## src/rtl/alarm_cmp_pkg.sv

```systemverilog
package alarm_cmp_pkg;
    localparam int FIELDS   = 4;
    localparam int BYTE_W   = 8;
    localparam int MASK_BIT = 7;
    localparam int FLAG_BIT = 6;
    localparam int EN_BIT   = 7;

    typedef enum logic [0:0] {
        ST_WATCH   = 1'b0,
        ST_FLAGGED = 1'b1
    } alm_state_e;
endpackage

```

## src/rtl/alarm_regs.sv

```systemverilog
module alarm_regs
    import alarm_cmp_pkg::*;
#(
    parameter int ADDR_W    = 4,
    parameter int ALM_BASE  = 2,
    parameter int FLAG_ADDR = 0,
    parameter int CTRL_ADDR = 6
) (
    input  logic                     clk,
    input  logic                     rst_n,
    input  logic                     wr_en,
    input  logic                     rd_en,
    input  logic [ADDR_W-1:0]        addr,
    input  logic [BYTE_W-1:0]        wdata,
    input  logic                     flag_in,
    output logic [FIELDS*BYTE_W-1:0] alm_q,
    output logic                     en_q,
    output logic [BYTE_W-1:0]        rdata
);
    localparam logic [ADDR_W-1:0] A_FLAG = ADDR_W'(FLAG_ADDR);
    localparam logic [ADDR_W-1:0] A_CTRL = ADDR_W'(CTRL_ADDR);

    logic [FIELDS-1:0] sel;
    logic [BYTE_W-1:0] rd_mux;

    // one alarm byte per field, address ALM_BASE + index
    for (genvar i = 0; i < FIELDS; i++) begin : g_field
        assign sel[i] = (addr == ADDR_W'(ALM_BASE + i));
        always_ff @(posedge clk or negedge rst_n) begin
            if (!rst_n)
                alm_q[i*BYTE_W +: BYTE_W] <= '0;
            else if (wr_en && sel[i])
                alm_q[i*BYTE_W +: BYTE_W] <= wdata;
        end
    end

    always_ff @(posedge clk or negedge rst_n) begin
        if (!rst_n)
            en_q <= 1'b0;
        else if (wr_en && addr == A_CTRL)
            en_q <= wdata[EN_BIT];
    end

    always_comb begin
        rd_mux = '0;
        if (addr == A_FLAG)
            rd_mux[FLAG_BIT] = flag_in;
        else if (addr == A_CTRL)
            rd_mux[EN_BIT] = en_q;
        else
            for (int i = 0; i < FIELDS; i++)
                if (sel[i])
                    rd_mux = alm_q[i*BYTE_W +: BYTE_W];
    end

    always_ff @(posedge clk or negedge rst_n) begin
        if (!rst_n)
            rdata <= '0;
        else if (rd_en)
            rdata <= rd_mux;
    end
endmodule

```

## src/rtl/alarm_match.sv

```systemverilog
module alarm_match
    import alarm_cmp_pkg::*;
(
    input  logic                     tick,
    input  logic [FIELDS*BYTE_W-1:0] alm,
    input  logic [FIELDS*BYTE_W-1:0] cal,
    output logic                     hit
);
    localparam int CMP_W = MASK_BIT;

    logic [FIELDS-1:0] fld_ok;

    for (genvar i = 0; i < FIELDS; i++) begin : g_cmp
        logic [BYTE_W-1:0] a_b;
        logic [BYTE_W-1:0] c_b;
        assign a_b       = alm[i*BYTE_W +: BYTE_W];
        assign c_b       = cal[i*BYTE_W +: BYTE_W];
        assign fld_ok[i] = a_b[MASK_BIT] || (a_b[CMP_W-1:0] == c_b[CMP_W-1:0]);
    end

    assign hit = tick && (&fld_ok);
endmodule

```

## src/rtl/alarm_fsm.sv

```systemverilog
module alarm_fsm
    import alarm_cmp_pkg::*;
(
    input  logic clk,
    input  logic rst_n,
    input  logic hit,
    input  logic flag_rd,
    input  logic en,
    output logic flagged,
    output logic irq_n
);
    alm_state_e state_q;
    alm_state_e state_d;

    // state register
    always_ff @(posedge clk or negedge rst_n) begin
        if (!rst_n)
            state_q <= ST_WATCH;
        else
            state_q <= state_d;
    end

    // transitions: T_HIT, T_ACK, T_STAY
    always_comb begin
        state_d = state_q;
        unique case (state_q)
            ST_WATCH:   if (hit)      state_d = ST_FLAGGED;
            ST_FLAGGED: if (flag_rd && !hit) state_d = ST_WATCH;
            default:    state_d = ST_WATCH;
        endcase
    end

    // outputs
    always_comb begin
        flagged = (state_q == ST_FLAGGED);
        irq_n   = !(flagged && en);
    end
endmodule

```

## src/rtl/alarm_cmp.sv

```systemverilog
module alarm_cmp
    import alarm_cmp_pkg::*;
#(
    parameter int ADDR_W    = 4,
    parameter int ALM_BASE  = 2,
    parameter int FLAG_ADDR = 0,
    parameter int CTRL_ADDR = 6
) (
    input  logic              clk,
    input  logic              rst_n,
    input  logic              wr_en,
    input  logic              rd_en,
    input  logic [ADDR_W-1:0] addr,
    input  logic [7:0]        wdata,
    output logic [7:0]        rdata,
    input  logic              sec_tick,
    input  logic [7:0]        cal_sec,
    input  logic [7:0]        cal_min,
    input  logic [7:0]        cal_hour,
    input  logic [7:0]        cal_date,
    output logic              irq_n
);
    logic [FIELDS*BYTE_W-1:0] alm_q;
    logic [FIELDS*BYTE_W-1:0] cal_v;
    logic                     en_q;
    logic                     hit;
    logic                     flagged;
    logic                     flag_rd;

    assign cal_v   = {cal_date, cal_hour, cal_min, cal_sec};
    assign flag_rd = rd_en && (addr == ADDR_W'(FLAG_ADDR));

    alarm_regs #(
        .ADDR_W(ADDR_W), .ALM_BASE(ALM_BASE),
        .FLAG_ADDR(FLAG_ADDR), .CTRL_ADDR(CTRL_ADDR)
    ) u_regs (
        .clk(clk), .rst_n(rst_n), .wr_en(wr_en), .rd_en(rd_en),
        .addr(addr), .wdata(wdata), .flag_in(flagged),
        .alm_q(alm_q), .en_q(en_q), .rdata(rdata)
    );

    alarm_match u_match (
        .tick(sec_tick), .alm(alm_q), .cal(cal_v), .hit(hit)
    );

    alarm_fsm u_fsm (
        .clk(clk), .rst_n(rst_n), .hit(hit), .flag_rd(flag_rd),
        .en(en_q), .flagged(flagged), .irq_n(irq_n)
    );
endmodule

```

## config.mk

```make
export PLATFORM = sky130hd
export DESIGN_NAME = alarm_cmp
export DESIGN_NICKNAME = d
export VERILOG_FILES = /design/src/rtl/alarm_cmp_pkg.sv /design/src/rtl/alarm_regs.sv /design/src/rtl/alarm_match.sv /design/src/rtl/alarm_fsm.sv /design/src/rtl/alarm_cmp.sv
export SDC_FILE = /design/constraint.sdc
export NUM_CORES = 1
export LEC_CHECK = 0
export CORE_MARGIN = 2
export CORE_UTILIZATION = 53
export DETAILED_ROUTE_END_ITERATION = 10
export PLACE_DENSITY_LB_ADDON = 0.08
export SETUP_SLACK_MARGIN = 0.4
export SYNTH_ARGS = -nofsm -noshare
export SYNTH_HDL_FRONTEND = slang
export SYNTH_SLANG_ARGS = --single-unit
export TNS_END_PERCENT = 5
```

## constraint.sdc

```tcl
create_clock -name clk -period 4.15 [get_ports clk]
set_input_delay 0.83 -clock clk [delete_from_list [all_inputs] [get_ports clk]]
set_output_delay 0.83 -clock clk [all_outputs]
set_load 0.01 [all_outputs]
```

==> flow_summary.json <==
{
  "run_status": "finished, final reports clean",
  "antennaDiodeCount": 0,
  "yosysUniqueCellTypes": 40,
  "gp_congestion": 0.850,
  "fin_max_slew_vios": 0,
  "finalPower_mw": 1.15,
  "cts_post_setup_buffers_inserted": 0,
  "vias_in_the_first_global_route": 1772,
  "grt_max_degree": 43,
  "tritoncts": "yes",
  "critPathMaxStageDelay_ns": 1.15,
  "nFillCells": 301,
  "routed_wirelength_um": 5530,
  "layout-drive-gt1-share_pct": 16.0,
  "ys_async_sr_fraction_pct": 100,
  "arrival_time_of_data_at_the_critical_path_endpoint_ns": 2.93,
  "fin_nets": 291,
  "dr.first_iter.drc_count": 96,
  "hpwlAfterDp_um": 4310,
  "first_pass_drt_iterations": 4,
  "post_synth_inst_count": 187,
  "grt.total_usage_pct": 24.2,
  "viasPerCell": 5.80,
  "die_ar_um2": 4870,
  "final-hold-violation-count": 0,
  "grt.overflow.total": 0,
  "final.setup.tns_ns": 0,
  "core_area_um2": 4090,
  "hold_class": "reg2reg",
  "top_level_ports": 58,
  "timing.critical_path.to_type": "flip-flop",
  "detail_route.drc_violations": 0,
  "synthesis.area_per_instance_um2": 12.3,
  "period_minus_slack_ns": 2.75,
  "cts.reportedPaths.clkPinSlew_ns": 0.08,
  "critical_path_maximum_fanout": 21,
  "synthFlopType": "sky130_fd_sc_hd__dfrtp_1",
  "maxCapViolations": 0,
  "cts_made_buffers": 5,
  "die_w_um": 69.8,
  "row_count": 23,
  "worst_slew_pin_slew_ns": 1.03,
  "leakage_nw": 1.28,
  "drt.antenna.violating_nets": 0,
  "power_density_nw_per_um2": 392,
  "cts_root_buf": "sky130_fd_sc_hd__clkbuf_8",
  "number_of_buffers_on_the_longest_clock_path": 2,
  "synth_seq_area_share_pct": 45.8,
  "rsz0062_at_grt": "false",
  "flip_flop_and_latch_count_after_synthesis": 42,
  "synthesis.yosys.warnings": 0,
  "cell_taking_the_most_area_after_synthesis": "sky130_fd_sc_hd__dfrtp_1",
  "fp.dieH_um": 69.8,
  "synthMostInstantiatedCell": "sky130_fd_sc_hd__dfrtp_1",
  "cts_num_sinks": 42,
  "crit_path_start_kind": "input pin",
  "timing.critical_path.cells": "clkdlybuf4s50_1 > and3_1 > mux2_1",
  "post_cts_hold_buffer_count": 0,
  "area_growth_syn_to_layout_pct": 28.2,
  "io_buffers": 53,
  "vias": 1700,
  "crit_path_top_delay_cell": "sky130_fd_sc_hd__clkdlybuf4s50_1",
  "worst_ep_required_time_ns": 4.32,
  "post_synth_most_frequent_cells": "sky130_fd_sc_hd__dfrtp_1 (42), sky130_fd_sc_hd__xor2_1 (16), sky130_fd_sc_hd__mux2_2 (15), sky130_fd_sc_hd__nand2_1 (14), sky130_fd_sc_hd__xnor2_1 (12)",
  "avgRoutedWirePerCell_um": 18.9,
  "path_class": "in2reg",
  "synth-edff-count": 0,
  "synth_top_area_share_pct": 45.8,
  "fmax_ghz": 0.363,
  "fraction_of_the_cycle_the_final_worst_path_needs_pct": 66.3,
  "cts_htree_levels": 2,
  "power.ir.vdd_worst_uv": 229,
  "clk-insertion-delay-late_ns": 0.29,
  "start_util_pct": 56.1,
  "post_cts_resized": 0,
  "grt_antenna_before_repair": 0,
  "syn-num-nets": 236,
  "post_synth_main_area_contributors": "sky130_fd_sc_hd__dfrtp_1 (46%), sky130_fd_sc_hd__mux2_2 (7.4%), sky130_fd_sc_hd__xor2_1 (6.1%), sky130_fd_sc_hd__mux2_1 (5.4%), sky130_fd_sc_hd__mux2_4 (5.2%)",
  "synth.cell_area_um2": 2290,
  "grt_first_pass_wirelength_um": 9000,
  "headroom_to_the_max_slew_limit_pct": 31.1,
  "setup_violations_final": 0,
  "skew_ns": 0.00768
}
through the flow:
stage,setup slack [ns],instance area [um2],hold WS (ns),util [%],std cells
floorplan,2.20,2290,0.463,-,187
global placement,1.13,2850,0.471,69.7,285
detailed placement,1.09,2850,0.478,69.7,285
CTS,1.40,2940,0.500,72.0,293
global route,1.29,2940,0.524,72.0,293
finish,1.40,2940,0.492,72.0,293
layout by cell type (no fill, tap or decap), types with 2 or more instances in the layout:
master,count
sky130_fd_sc_hd__a21o_1,2
sky130_fd_sc_hd__a222oi_1,2
sky130_fd_sc_hd__a41oi_1,3
sky130_fd_sc_hd__clkbuf_8,6
sky130_fd_sc_hd__clkdlybuf4s50_1,52
sky130_fd_sc_hd__dfrtp_1,42
sky130_fd_sc_hd__inv_1,4
sky130_fd_sc_hd__mux2_1,11
sky130_fd_sc_hd__mux2_2,15
sky130_fd_sc_hd__mux2_4,8
sky130_fd_sc_hd__mux2i_1,9
sky130_fd_sc_hd__nand2_1,14
sky130_fd_sc_hd__nor2_1,4
sky130_fd_sc_hd__nor4_1,4
sky130_fd_sc_hd__o21ai_0,7
sky130_fd_sc_hd__o221ai_1,2
sky130_fd_sc_hd__o2bb2ai_1,6
sky130_fd_sc_hd__xnor2_1,12
sky130_fd_sc_hd__xor2_1,16
area by class of cell:
class / count / area [um2] / share of cell area [%]
clock buffers: 7 / 86.3 / 2.94
clock inverters: 1 / 5.00 / 0.170
multi-input cells: 136 / 1190 / 40.6
repair buffers: 53 / 526 / 17.9
flip-flops and latches: 42 / 1050 / 35.7
well taps: 50 / 62.6 / 2.13
inverters: 4 / 15.0 / 0.511
registers in the layout, summed over array words and instances (netlist names):
register	count
u_regs.en_q	1
u_regs.rdata	8
u_fsm.flagged	1
u_regs.alm_q	32
report_power, final:
group	total, mW	leakage [nW]	switching, mW	internal [mW]
Sequential	0.580	0.526	0.0861	0.494
Combinational	0.303	0.703	0.121	0.182
Clock	0.269	0.0482	0.135	0.134
Total	1.15	1.28	0.343	0.810
worst paths after layout:
path	cells after the start	end	startpoint	slack, ns
setup reg to reg	4	u_fsm.flagged	u_regs.alm_q[22]	2.53
min in group asynchronous	1	u_regs.rdata[4]	rst_n	0.66
hold / removal	1	u_regs.rdata[4]	u_regs.rdata[4]	0.49
setup / recovery	3	u_regs.alm_q[12]	addr[0]	1.40
max in group asynchronous	1	u_regs.alm_q[27]	rst_n	2.92
hold reg to reg	1	u_regs.rdata[4]	u_regs.rdata[4]	0.49
kinds of logic (layout without fill, tap and decap cells):
kind of cell,after synthesis,in the layout,synth area share (%)
buffers and inverters,9,65,2.07
AND/OR/NAND/NOR,36,36,9.82
flip-flops,42,42,45.8
XOR/XNOR,28,28,10.7
AO/OA/AOI/OAI,29,29,9.66
multiplexers,43,43,21.9
worst max-delay path, delay by kind of cell:
family,cells,cell delay [ns]
buffers and inverters,1,1.15
and+or+nand+nor,1,0.56
muxes,1,0.38
per-layer routing:
metal  global-route usage (%)  vias to the layer above  routed length [um]
met5                        0                        -                   0
met4                     8.97                        0                 126
met3                     5.52                       10                 303
met2                     40.0                       56                2760
met1                     31.2                      844                2340
li1                         -                      790                   -
(Power assumes the default switching activity.)
